==> src/rtl/rsq_pkg.sv <==
`timescale 1ns/1ps
package rsq_pkg;
    typedef enum logic [1:0] {
        S_FULL = 2'd0,
        S_RUN  = 2'd1,
        S_WAKE = 2'd2
    } rsq_state_e;
endpackage

==> src/rtl/rsq_sync.sv <==
`timescale 1ns/1ps
module rsq_sync #(
    parameter int STAGES  = 2,
    parameter bit RST_VAL = 1'b0
) (
    input  logic clk,
    input  logic rst_n,
    input  logic d,
    output logic q
);
    logic [STAGES-1:0] chain;

    always_ff @(posedge clk or negedge rst_n) begin
        if (!rst_n) chain <= {STAGES{RST_VAL}};
        else        chain <= {chain[STAGES-2:0], d};
    end

    assign q = chain[STAGES-1];
endmodule

==> src/rtl/rsq_lv_filter.sv <==
`timescale 1ns/1ps
module rsq_lv_filter #(
    parameter int MIN_CYC = 64
) (
    input  logic clk,
    input  logic rst_n,
    input  logic lv_s,
    input  logic en,
    output logic evt
);
    localparam int CW = $clog2(MIN_CYC + 1);
    logic [CW-1:0] run_len;

    // consecutive high samples, saturating at MIN_CYC
    always_ff @(posedge clk or negedge rst_n) begin
        if (!rst_n)                         run_len <= '0;
        else if (!(lv_s && en))             run_len <= '0;
        else if (run_len != CW'(MIN_CYC))   run_len <= run_len + CW'(1);
    end

    assign evt = lv_s && en && (run_len == CW'(MIN_CYC));
endmodule

==> src/rtl/rsq_timer.sv <==
`timescale 1ns/1ps
module rsq_timer #(
    parameter int CW      = 11,
    parameter int RST_VAL = 1023
) (
    input  logic          clk,
    input  logic          rst_n,
    input  logic          load,
    input  logic [CW-1:0] load_val,
    output logic          done
);
    logic [CW-1:0] cnt;

    always_ff @(posedge clk or negedge rst_n) begin
        if (!rst_n)          cnt <= CW'(RST_VAL);
        else if (load)       cnt <= load_val;
        else if (cnt != '0)  cnt <= cnt - CW'(1);
    end

    assign done = (cnt == '0);
endmodule

==> src/rtl/mcu_reset_sequencer.sv <==
`timescale 1ns/1ps
module mcu_reset_sequencer
    import rsq_pkg::*;
#(
    parameter int PWR_DLY     = 400000,
    parameter int SST_LONG    = 1024,
    parameter int SST_SHORT   = 2,
    parameter int LV_MIN      = 64,
    parameter int SYNC_STAGES = 2
) (
    input  logic clk,
    input  logic por_n,
    input  logic ext_rst_n,
    input  logic lvd_raw,
    input  logic lvd_en,
    input  logic wdog_expire,
    input  logic sleep_mode,
    input  logic sleep_stb,
    input  logic clr_wdog_stb,
    input  logic cfg_short_sst,
    input  logic cfg_rc_clock,
    output logic core_rst,
    output logic partial_rst,
    output logic wdt_flag,
    output logic pwrdn_flag
);
    localparam int FULL_MAX = PWR_DLY + SST_LONG;
    localparam int CW       = $clog2(FULL_MAX + 1);

    rsq_state_e    state, state_nx;
    logic          pin_s, lv_s, lv_evt, pin_evt;
    logic          wake_evt, wdog_full, full_evt;
    logic          tmr_done, tmr_load, por_active;
    logic [CW-1:0] sst_len, tmr_val;

    rsq_sync #(.STAGES(SYNC_STAGES), .RST_VAL(1'b1)) u_pin_sync (
        .clk(clk), .rst_n(por_n), .d(ext_rst_n), .q(pin_s));

    rsq_sync #(.STAGES(SYNC_STAGES), .RST_VAL(1'b0)) u_lv_sync (
        .clk(clk), .rst_n(por_n), .d(lvd_raw), .q(lv_s));

    generate
        if (LV_MIN == 0) begin : g_lv_direct
            assign lv_evt = lv_s && lvd_en;
        end else begin : g_lv_filter
            rsq_lv_filter #(.MIN_CYC(LV_MIN)) u_lv_filt (
                .clk(clk), .rst_n(por_n), .lv_s(lv_s), .en(lvd_en), .evt(lv_evt));
        end
    endgenerate

    // event decode
    assign pin_evt   = !pin_s;
    assign wake_evt  = wdog_expire && sleep_mode && (state != S_FULL) && !pin_evt && !lv_evt;
    assign wdog_full = wdog_expire && !wake_evt;
    assign full_evt  = pin_evt || lv_evt || wdog_full;

    assign sst_len  = (cfg_short_sst && cfg_rc_clock) ? CW'(SST_SHORT) : CW'(SST_LONG);
    assign tmr_load = full_evt || wake_evt;
    assign tmr_val  = full_evt ? (CW'(PWR_DLY) + sst_len - CW'(1)) : (sst_len - CW'(1));

    rsq_timer #(.CW(CW), .RST_VAL(FULL_MAX - 1)) u_timer (
        .clk(clk), .rst_n(por_n), .load(tmr_load), .load_val(tmr_val), .done(tmr_done));

    // state register
    always_ff @(posedge clk or negedge por_n) begin
        if (!por_n) state <= S_FULL;
        else        state <= state_nx;
    end

    // next state
    always_comb begin
        state_nx = state;
        if (full_evt)       state_nx = S_FULL;   // T_FULL_EVT
        else if (wake_evt)  state_nx = S_WAKE;   // T_WAKE_EVT
        else begin
            unique case (state)
                S_RUN:          state_nx = S_RUN;
                S_FULL, S_WAKE: if (tmr_done) state_nx = S_RUN;   // T_DONE
                default:        state_nx = S_FULL;
            endcase
        end
    end

    // power-on sequence marker
    always_ff @(posedge clk or negedge por_n) begin
        if (!por_n)                                        por_active <= 1'b1;
        else if (state == S_FULL && !full_evt && tmr_done) por_active <= 1'b0;
    end

    // sticky flags
    always_ff @(posedge clk or negedge por_n) begin
        if (!por_n) begin
            wdt_flag   <= 1'b0;
            pwrdn_flag <= 1'b0;
        end else if (por_active) begin
            wdt_flag   <= 1'b0;
            pwrdn_flag <= 1'b0;
        end else if (wake_evt) begin
            wdt_flag   <= 1'b1;
            pwrdn_flag <= 1'b1;
        end else if (wdog_full) begin
            wdt_flag   <= 1'b1;
        end else if (!full_evt && state == S_RUN) begin
            if (sleep_stb) begin
                wdt_flag   <= 1'b0;
                pwrdn_flag <= 1'b1;
            end else if (clr_wdog_stb) begin
                wdt_flag   <= 1'b0;
                pwrdn_flag <= 1'b0;
            end
        end
    end

    // outputs
    always_comb begin
        core_rst    = 1'b0;
        partial_rst = 1'b0;
        unique case (state)
            S_FULL:  core_rst    = 1'b1;
            S_WAKE:  partial_rst = 1'b1;
            S_RUN:   ;
            default: core_rst    = 1'b1;
        endcase
    end
endmodule

==> config.mk <==
export PLATFORM = sky130hd
export DESIGN_NAME = mcu_reset_sequencer
export DESIGN_NICKNAME = d
export VERILOG_FILES = /design/src/rtl/rsq_pkg.sv /design/src/rtl/rsq_sync.sv /design/src/rtl/rsq_lv_filter.sv /design/src/rtl/rsq_timer.sv /design/src/rtl/mcu_reset_sequencer.sv
export SDC_FILE = /design/constraint.sdc
export NUM_CORES = 1
export LEC_CHECK = 0
export ABC_AREA = 1
export ABC_CLOCK_PERIOD_IN_PS = 4600
export BUFFER_PORTS_ARGS = -buffer_cell sky130_fd_sc_hd__buf_4
export CORE_MARGIN = 5
export CORE_UTILIZATION = 65
export DETAILED_ROUTE_END_ITERATION = 12
export PLACE_DENSITY = 0.9
export RECOVER_POWER = 50
export REMOVE_ABC_BUFFERS = 1
export SLEW_MARGIN = 40
export SYNTH_ARGS = -nofsm -noshare
export SYNTH_HDL_FRONTEND = slang
export SYNTH_SLANG_ARGS = --single-unit
==> constraint.sdc <==
create_clock -name clk -period 4.6 [get_ports clk]
set_clock_uncertainty 0.15 [all_clocks]
set_input_delay 0.69 -clock clk [delete_from_list [all_inputs] [get_ports clk]]
set_output_delay 0.69 -clock clk [all_outputs]
set_load 0.01 [all_outputs]
==> flow_metrics.env, run 1 <==
export IMPL_grt_pass1_vias=1823
export IMPL_worstMarginPinSlew_ns=1.81
export IMPL_p_total_mw=0.599
export IMPL_hp_class="register to register"
export IMPL_yosysTopAreaCell="dfrtp_1"
export IMPL_grt_overflow=0
export IMPL_final_util_pct=71.8
export IMPL_htreeDepth=2
export IMPL_crit_path_end_kind="register"
export IMPL_powerDensity_mw_per_mm2=252
export IMPL_synth_cells=278
export IMPL_grt_pass1_wl_um=7850
export IMPL_synth_edf_count=0
export IMPL_avgSynthCellArea_sq_um=7.89
export IMPL_synth_area_leaders="dfrtp_1 (22%), dfstp_2 (19%), nand2_1 (11%), ha_1 (6.3%), nor2_1 (6.2%)"
export IMPL_hold_depth=0
export IMPL_synthFlopType="dfrtp_1"
export IMPL_status="finished, violations left"
export IMPL_ant_nets=0
export IMPL_drc_errors=0
export IMPL_place_inst=335
export IMPL_clk_latency_ns=0.35
export IMPL_synth_top_cell_area_share_pct=21.7
export IMPL_finalHoldViolCount=0
export IMPL_grt_total_usage_pct=22.9
export IMPL_post_synth_top_count_cell="nand2_1"
export IMPL_drt_initial_drc_count=142
export IMPL_place_ws_ns=2.00
export IMPL_slew_violations=36
export IMPL_clk_path_buf_depth=2
export IMPL_areaGrowthSynthToFinish_pct=8.45
export IMPL_vdd_drop_max_mv=0.178
export IMPL_ff2ff_path_depth=10
export IMPL_violations="capacitance limit, slew limit"
export IMPL_clock_fmax_mhz=420
export IMPL_grt_antenna_before_repair=0
export IMPL_chipHeight_um=68.1
export IMPL_cts_root_buf="clkbuf_4"
export IMPL_cts_buffers=5
export IMPL_vias=1823
export IMPL_start_kind="register"
export IMPL_rsz0062_at_grt="no"
export IMPL_antenna_cells=0
export IMPL_p_leak_nw=1.11
export IMPL_setup_viol=0
export IMPL_holdBufCountCts=0
export IMPL_die_area_sq_mm=0.00463
export IMPL_wl_per_cell_um=13.1
export IMPL_core_rowCount=21
export IMPL_fin_crit_ns=2.38
export IMPL_synthTopCellsByCount="nand2_1 (65), nor2_1 (36), inv_1 (34)"
export IMPL_finalNonFillerCells=343
export IMPL_crit_type="register to register"
export IMPL_path_clk_slew_ns=0.12
export IMPL_die_w_um=68.1
export IMPL_arrival_ns=2.53
export IMPL_syn_area_sq_mm=0.00219
export IMPL_critPathRequiredTime_ns=4.75
export IMPL_drv_cap=1
export IMPL_yosysUniqueCellTypes=29
export IMPL_layout_drive_gt1_share_pct=20.2
export IMPL_place_gp_congestion=0.913
export IMPL_coreArea_sq_mm=0.00331
export IMPL_viasPerCell=5.31
export IMPL_tns_ns=0
export IMPL_nets=318
export IMPL_hpwlAfterDp_um=3440
export IMPL_slew_headroom_pct=-20.6
export IMPL_ys_ff_latch=35
export IMPL_drtPass1Iterations=4
export IMPL_tritoncts="built"
export IMPL_seq_area_frac_synth_pct=40.9
export IMPL_cts_sinks=35
export IMPL_postCtsSetupRepairBufs=0
export IMPL_yosysWarnings=0
export IMPL_io_pins=15
export IMPL_async_reset_ff_share_pct=100
export IMPL_fin_ws_ns=2.22
export IMPL_grt_max_degree=36
export IMPL_portBuffers=14
export IMPL_period_share_pct=51.8
export IMPL_start_util_pct=66.2
export IMPL_routed_wl_um=4500
export IMPL_path_max_fanout=7
export IMPL_ctsResizeCount=0
[layout make-up]
type	count	area (sq um)
multi-input cells	202	1120
clock buffers	7	55.1
clock inverters	1	5.00
inverters	38	143
flip-flops and latches	35	896
fillers	277	933
well taps	46	57.6
repair buffers	14	101
[sequential cells by signal, indices dropped and copies added (netlist names)]
signal                         count
g_lv_filter.u_lv_filt.run_len      7
por_active                         1
pwrdn_flag                         1
state                              2
u_lv_sync.chain                    2
u_pin_sync.chain                   2
u_timer.cnt                       19
wdt_flag                           1
[worst max-delay path, cell delays in order (launching register included)]
cell and delay, ns:
dfrtp_1 0.43, inv_1 0.09, ha_1 0.23, nand3b_1 0.21
a21oi_1 0.44, inv_1 0.09, ha_1 0.24, o21ai_4 0.22
nand2_1 0.09, nand2_1 0.08, nand2_1 0.05
[per-layer routing]
layer	global-route usage, %	vias up	wire length (um)
li1	-	917	-
met1	28.2	832	1880
met2	39.2	64	2250
met3	4.93	10	274
met4	8.68	0	87
met5	0	-	0
[cells by family after synthesis]
group                      share of synthesized area [%]
DFF                                                 40.9
adders and majority gates                           6.28
xor gates and xnor gates                            2.40
AOI/OAI and AO/OA                                   9.19
buffers and inverters                               8.05
and+or+nand+nor                                     33.2
[stage by stage]
stage                     cell area, sq um  hold slack (ns)
final                                 2380            0.213
after global routing                  2380            0.222
after CTS                             2380            0.129
after detailed placement              2320            0.198
after global placement                2320            0.189
after floorplan                       2160            0.181
[power breakdown]
part           internal [mW]  switching (mW)
clock                 0.0741           0.104
combinational         0.0272          0.0484
sequential             0.331          0.0146
total                  0.432           0.167
[placed cells by master (no fill, tap or decap), drive strengths merged]
cell type / count
nand2: 66
o211ai: 1
clkinv: 1
nand3b: 5
nand4: 5
buf: 11
nand3: 16
clkbuf: 10
a21oi: 22
ha: 11
o21bai: 1
nor2: 48
nor3: 5
o21ai: 13
dfstp: 16
xor2: 4
and2: 1
nor3b: 2
dfrtp: 19
xnor2: 2
inv: 38
[path summary, 6_finish.rpt]
path	from	endpoint	slack, ns
max	state[0]	u_timer.cnt[1]	2.22
min	u_pin_sync.chain[0]	u_pin_sync.chain[1]	0.21
max reg2reg	state[0]	u_timer.cnt[1]	2.22
min reg2reg	u_pin_sync.chain[0]	u_pin_sync.chain[1]	0.21
max in group asynchronous	por_n	g_lv_filter.u_lv_filt.run_len[0]	2.59
min in group asynchronous	por_n	u_lv_sync.chain[0]	0.67
Note: power is estimated with default switching activity, not from simulation.
==> inputs of run 2 (changes only) <==
--- a/config.mk
+++ b/config.mk
@@ -6,12 +6,12 @@
 export NUM_CORES = 1
 export LEC_CHECK = 0
 export ABC_AREA = 1
-export ABC_CLOCK_PERIOD_IN_PS = 4600
+export ABC_CLOCK_PERIOD_IN_PS = 2400
 export BUFFER_PORTS_ARGS = -buffer_cell sky130_fd_sc_hd__buf_4
 export CORE_MARGIN = 5
-export CORE_UTILIZATION = 65
+export CORE_UTILIZATION = 60
 export DETAILED_ROUTE_END_ITERATION = 12
-export PLACE_DENSITY = 0.9
+export PLACE_DENSITY = 0.84
 export RECOVER_POWER = 50
 export REMOVE_ABC_BUFFERS = 1
 export SLEW_MARGIN = 40
==> constraint.sdc (replaced) <==
create_clock -name clk -period 2.4 [get_ports clk]
set_clock_uncertainty 0.15 [all_clocks]
set_input_delay 0.36 -clock clk [delete_from_list [all_inputs] [get_ports clk]]
set_output_delay 0.36 -clock clk [all_outputs]
set_load 0.01 [all_outputs]
==> run 2 against run 1 <==
The flow now finishes without violations; register-to-register slack lost 1.9 ns; core utilization shrank 3.6 points; sequential share of layout area shrank 1.3 points; via count grew 1.2%; total power grew 130%; global-route usage shrank 3.3 points; critical path type unchanged; highest routed layer unchanged.
==> flow_metrics.env, run 2 (synthesis results as in run 1) <==
export IMPL_start_util_pct=60.8
export IMPL_final_common_cell="nand2_1"
export IMPL_chipHeight_um=70.4
export IMPL_clk_latency_ns=0.30
export IMPL_register_area_sq_um=896
export IMPL_routed_wl_um=4360
export IMPL_grtUsageMet1_pct=25.5
export IMPL_grt_pass1_wl_um=7800
export IMPL_period_share_pct=87.5
export IMPL_power_switching_mw=0.349
export IMPL_die_area_sq_mm=0.00496
export IMPL_path_max_fanout=7
export IMPL_io_pins=15
export IMPL_top_register="u_timer.cnt"
export IMPL_place_area_sq_mm=0.00233
export IMPL_grt_antenna_before_repair=0
export IMPL_hold_slack_ns=0.0162
export IMPL_vias=1844
export IMPL_arrival_ns=2.18
export IMPL_worstReg2RegEnd="u_timer.cnt[1]"
export IMPL_setup_viol=0
export IMPL_whs_endpoint="u_pin_sync.chain[0]"
export IMPL_ant_nets=0
export IMPL_place_gp_congestion=0.884
export IMPL_comb_power_share_pct=10.7
export IMPL_drv_cap=0
export IMPL_clock_fmax_mhz=476
export IMPL_fillers=289
export IMPL_antenna_cells=0
export IMPL_p_clk_share_pct=41.4
export IMPL_htreeDepth=2
export IMPL_finalHoldViolCount=0
export IMPL_internal_power_mw=1.03
export IMPL_busiest_layer="met2"
export IMPL_multiInputGateArea_sq_mm=0.00112
export IMPL_met2_usage_pct=31.5
export IMPL_cts_root_buf="clkbuf_8"
export IMPL_min_delay_start="ext_rst_n"
export IMPL_met3_usage_pct=4.75
export IMPL_final_util_pct=68.2
export IMPL_status="finished clean"
export IMPL_clk_path_buf_depth=2
export IMPL_cts_buffers=5
export IMPL_grt_pass1_vias=1818
export IMPL_wl_per_cell_um=12.6
export IMPL_cts_sinks=35
export IMPL_hpwlAfterDp_um=3340
export IMPL_tns_ns=0
export IMPL_design_area_sq_mm=0.00246
export IMPL_rsz0062_at_grt="no"
export IMPL_drtPass1Iterations=4
export IMPL_layout_common_cells="nand2_1 (65), nor2_1 (36), inv_1 (34), a21oi_1 (22), dfrtp_1 (19)"
export IMPL_coreArea_sq_mm=0.00361
export IMPL_crit_path_end_kind="register"
export IMPL_p_leak_nw=1.15
export IMPL_grt_max_degree=36
export IMPL_vdd_drop_max_mv=0.697
export IMPL_core_rowCount=22
export IMPL_critPathLaunch="g_lv_filter.u_lv_filt.run_len[0]"
export IMPL_top_regs="u_timer.cnt (19), g_lv_filter.u_lv_filt.run_len (7)"
export IMPL_start_kind="register"
export IMPL_p_sw_share_pct=25.3
export IMPL_largest_reg_flops=19
export IMPL_timing_rr_start="g_lv_filter.u_lv_filt.run_len[0]"
export IMPL_tritoncts="built"
export IMPL_die_w_um=70.4
export IMPL_path_clk_slew_ns=0.08
export IMPL_worstMarginPinSlew_ns=0.839
export IMPL_place_inst=338
export IMPL_drt_initial_drc_count=198
export IMPL_slew_headroom_pct=44.1
export IMPL_rrSetupSlack_ns=0.30
export IMPL_drc_errors=0
export IMPL_portBuffers=14
export IMPL_seq_power_share_pct=48.0
export IMPL_powerDensity_mw_per_mm2=561
export IMPL_areaGrowthSynthToFinish_pct=12.2
export IMPL_grt_overflow=0
export IMPL_grt_total_usage_pct=19.6
export IMPL_nets=320
export IMPL_layout_drive_gt1_share_pct=21.1
export IMPL_slew_violations=0
export IMPL_fin_crit_ns=2.10
export IMPL_hp_class="input port to register"
export IMPL_crit_type="register to register"
export IMPL_viasPerCell=5.31
export IMPL_finalNonFillerCells=347
export IMPL_hold_depth=1
export IMPL_critPathRequiredTime_ns=2.48
export IMPL_ff2ff_path_depth=13
## run 2: area by class of cell
| cell class | instances | area share [%] |
|---|---|---|
| clock buffers | 6 | 3.36 |
| clock inverters | 2 | 1.58 |
| inverters | 38 | 5.80 |
| multi-input cells | 202 | 45.5 |
| flip-flops and latches | 35 | 36.4 |
| well taps | 48 | 2.44 |
| repair buffers | 16 | 4.88 |
## run 2: worst max-delay path by stage
stage,to,slack [ns],cells past startpoint
2_1_floorplan,u_timer.cnt[1],0.32,13
6_report,u_timer.cnt[1],0.30,13
4_1_cts,u_timer.cnt[1],0.29,13
3_5_place_dp,u_timer.cnt[1],0.32,13
3_3_place_gp,u_timer.cnt[1],0.40,13
5_1_grt,u_timer.cnt[1],0.12,13
## run 2: layer usage
layer | vias to the layer above | wire (um) | share of wire, %
met5 | - | 0 | 0
met4 | 0 | 95 | 2.2
met3 | 11 | 208 | 4.8
met2 | 37 | 2130 | 49
met1 | 875 | 1930 | 44
li1 | 921 | - | -
## run 2: stage by stage
stage	total power, mW	setup WS (ns)
2_1_floorplan	0.764	0.324
3_3_place_gp	0.813	0.402
3_5_place_dp	0.818	0.318
4_1_cts	1.39	0.291
5_1_grt	1.45	0.122
6_report	1.38	0.299
## run 2: worst max-delay path: stages, from the launching register on
cell     delay [ns]
dfrtp_1        0.41
inv_1          0.11
ha_1           0.15
nand2_1        0.05
inv_1          0.10
nand4_4        0.16
nand2_1        0.10
a21oi_1        0.05
buf_4          0.16
ha_1           0.22
o21ai_4        0.20
nand2_1        0.08
nand2_1        0.06
nand2_1        0.04
## run 2: timing repair
action,CTS,global route
hold buffers,1,0
hold endpoints to repair,19,0
gates resized for setup,0,0
setup buffers,0,0
## run 2: power groups by stage
stage	clock network, mW	registers [mW]	logic (mW)
6_report	0.571	0.661	0.147
2_1_floorplan	0	0.665	0.0984
3_5_place_dp	0	0.671	0.147
5_1_grt	0.613	0.665	0.171
3_3_place_gp	0	0.670	0.143
4_1_cts	0.580	0.661	0.149
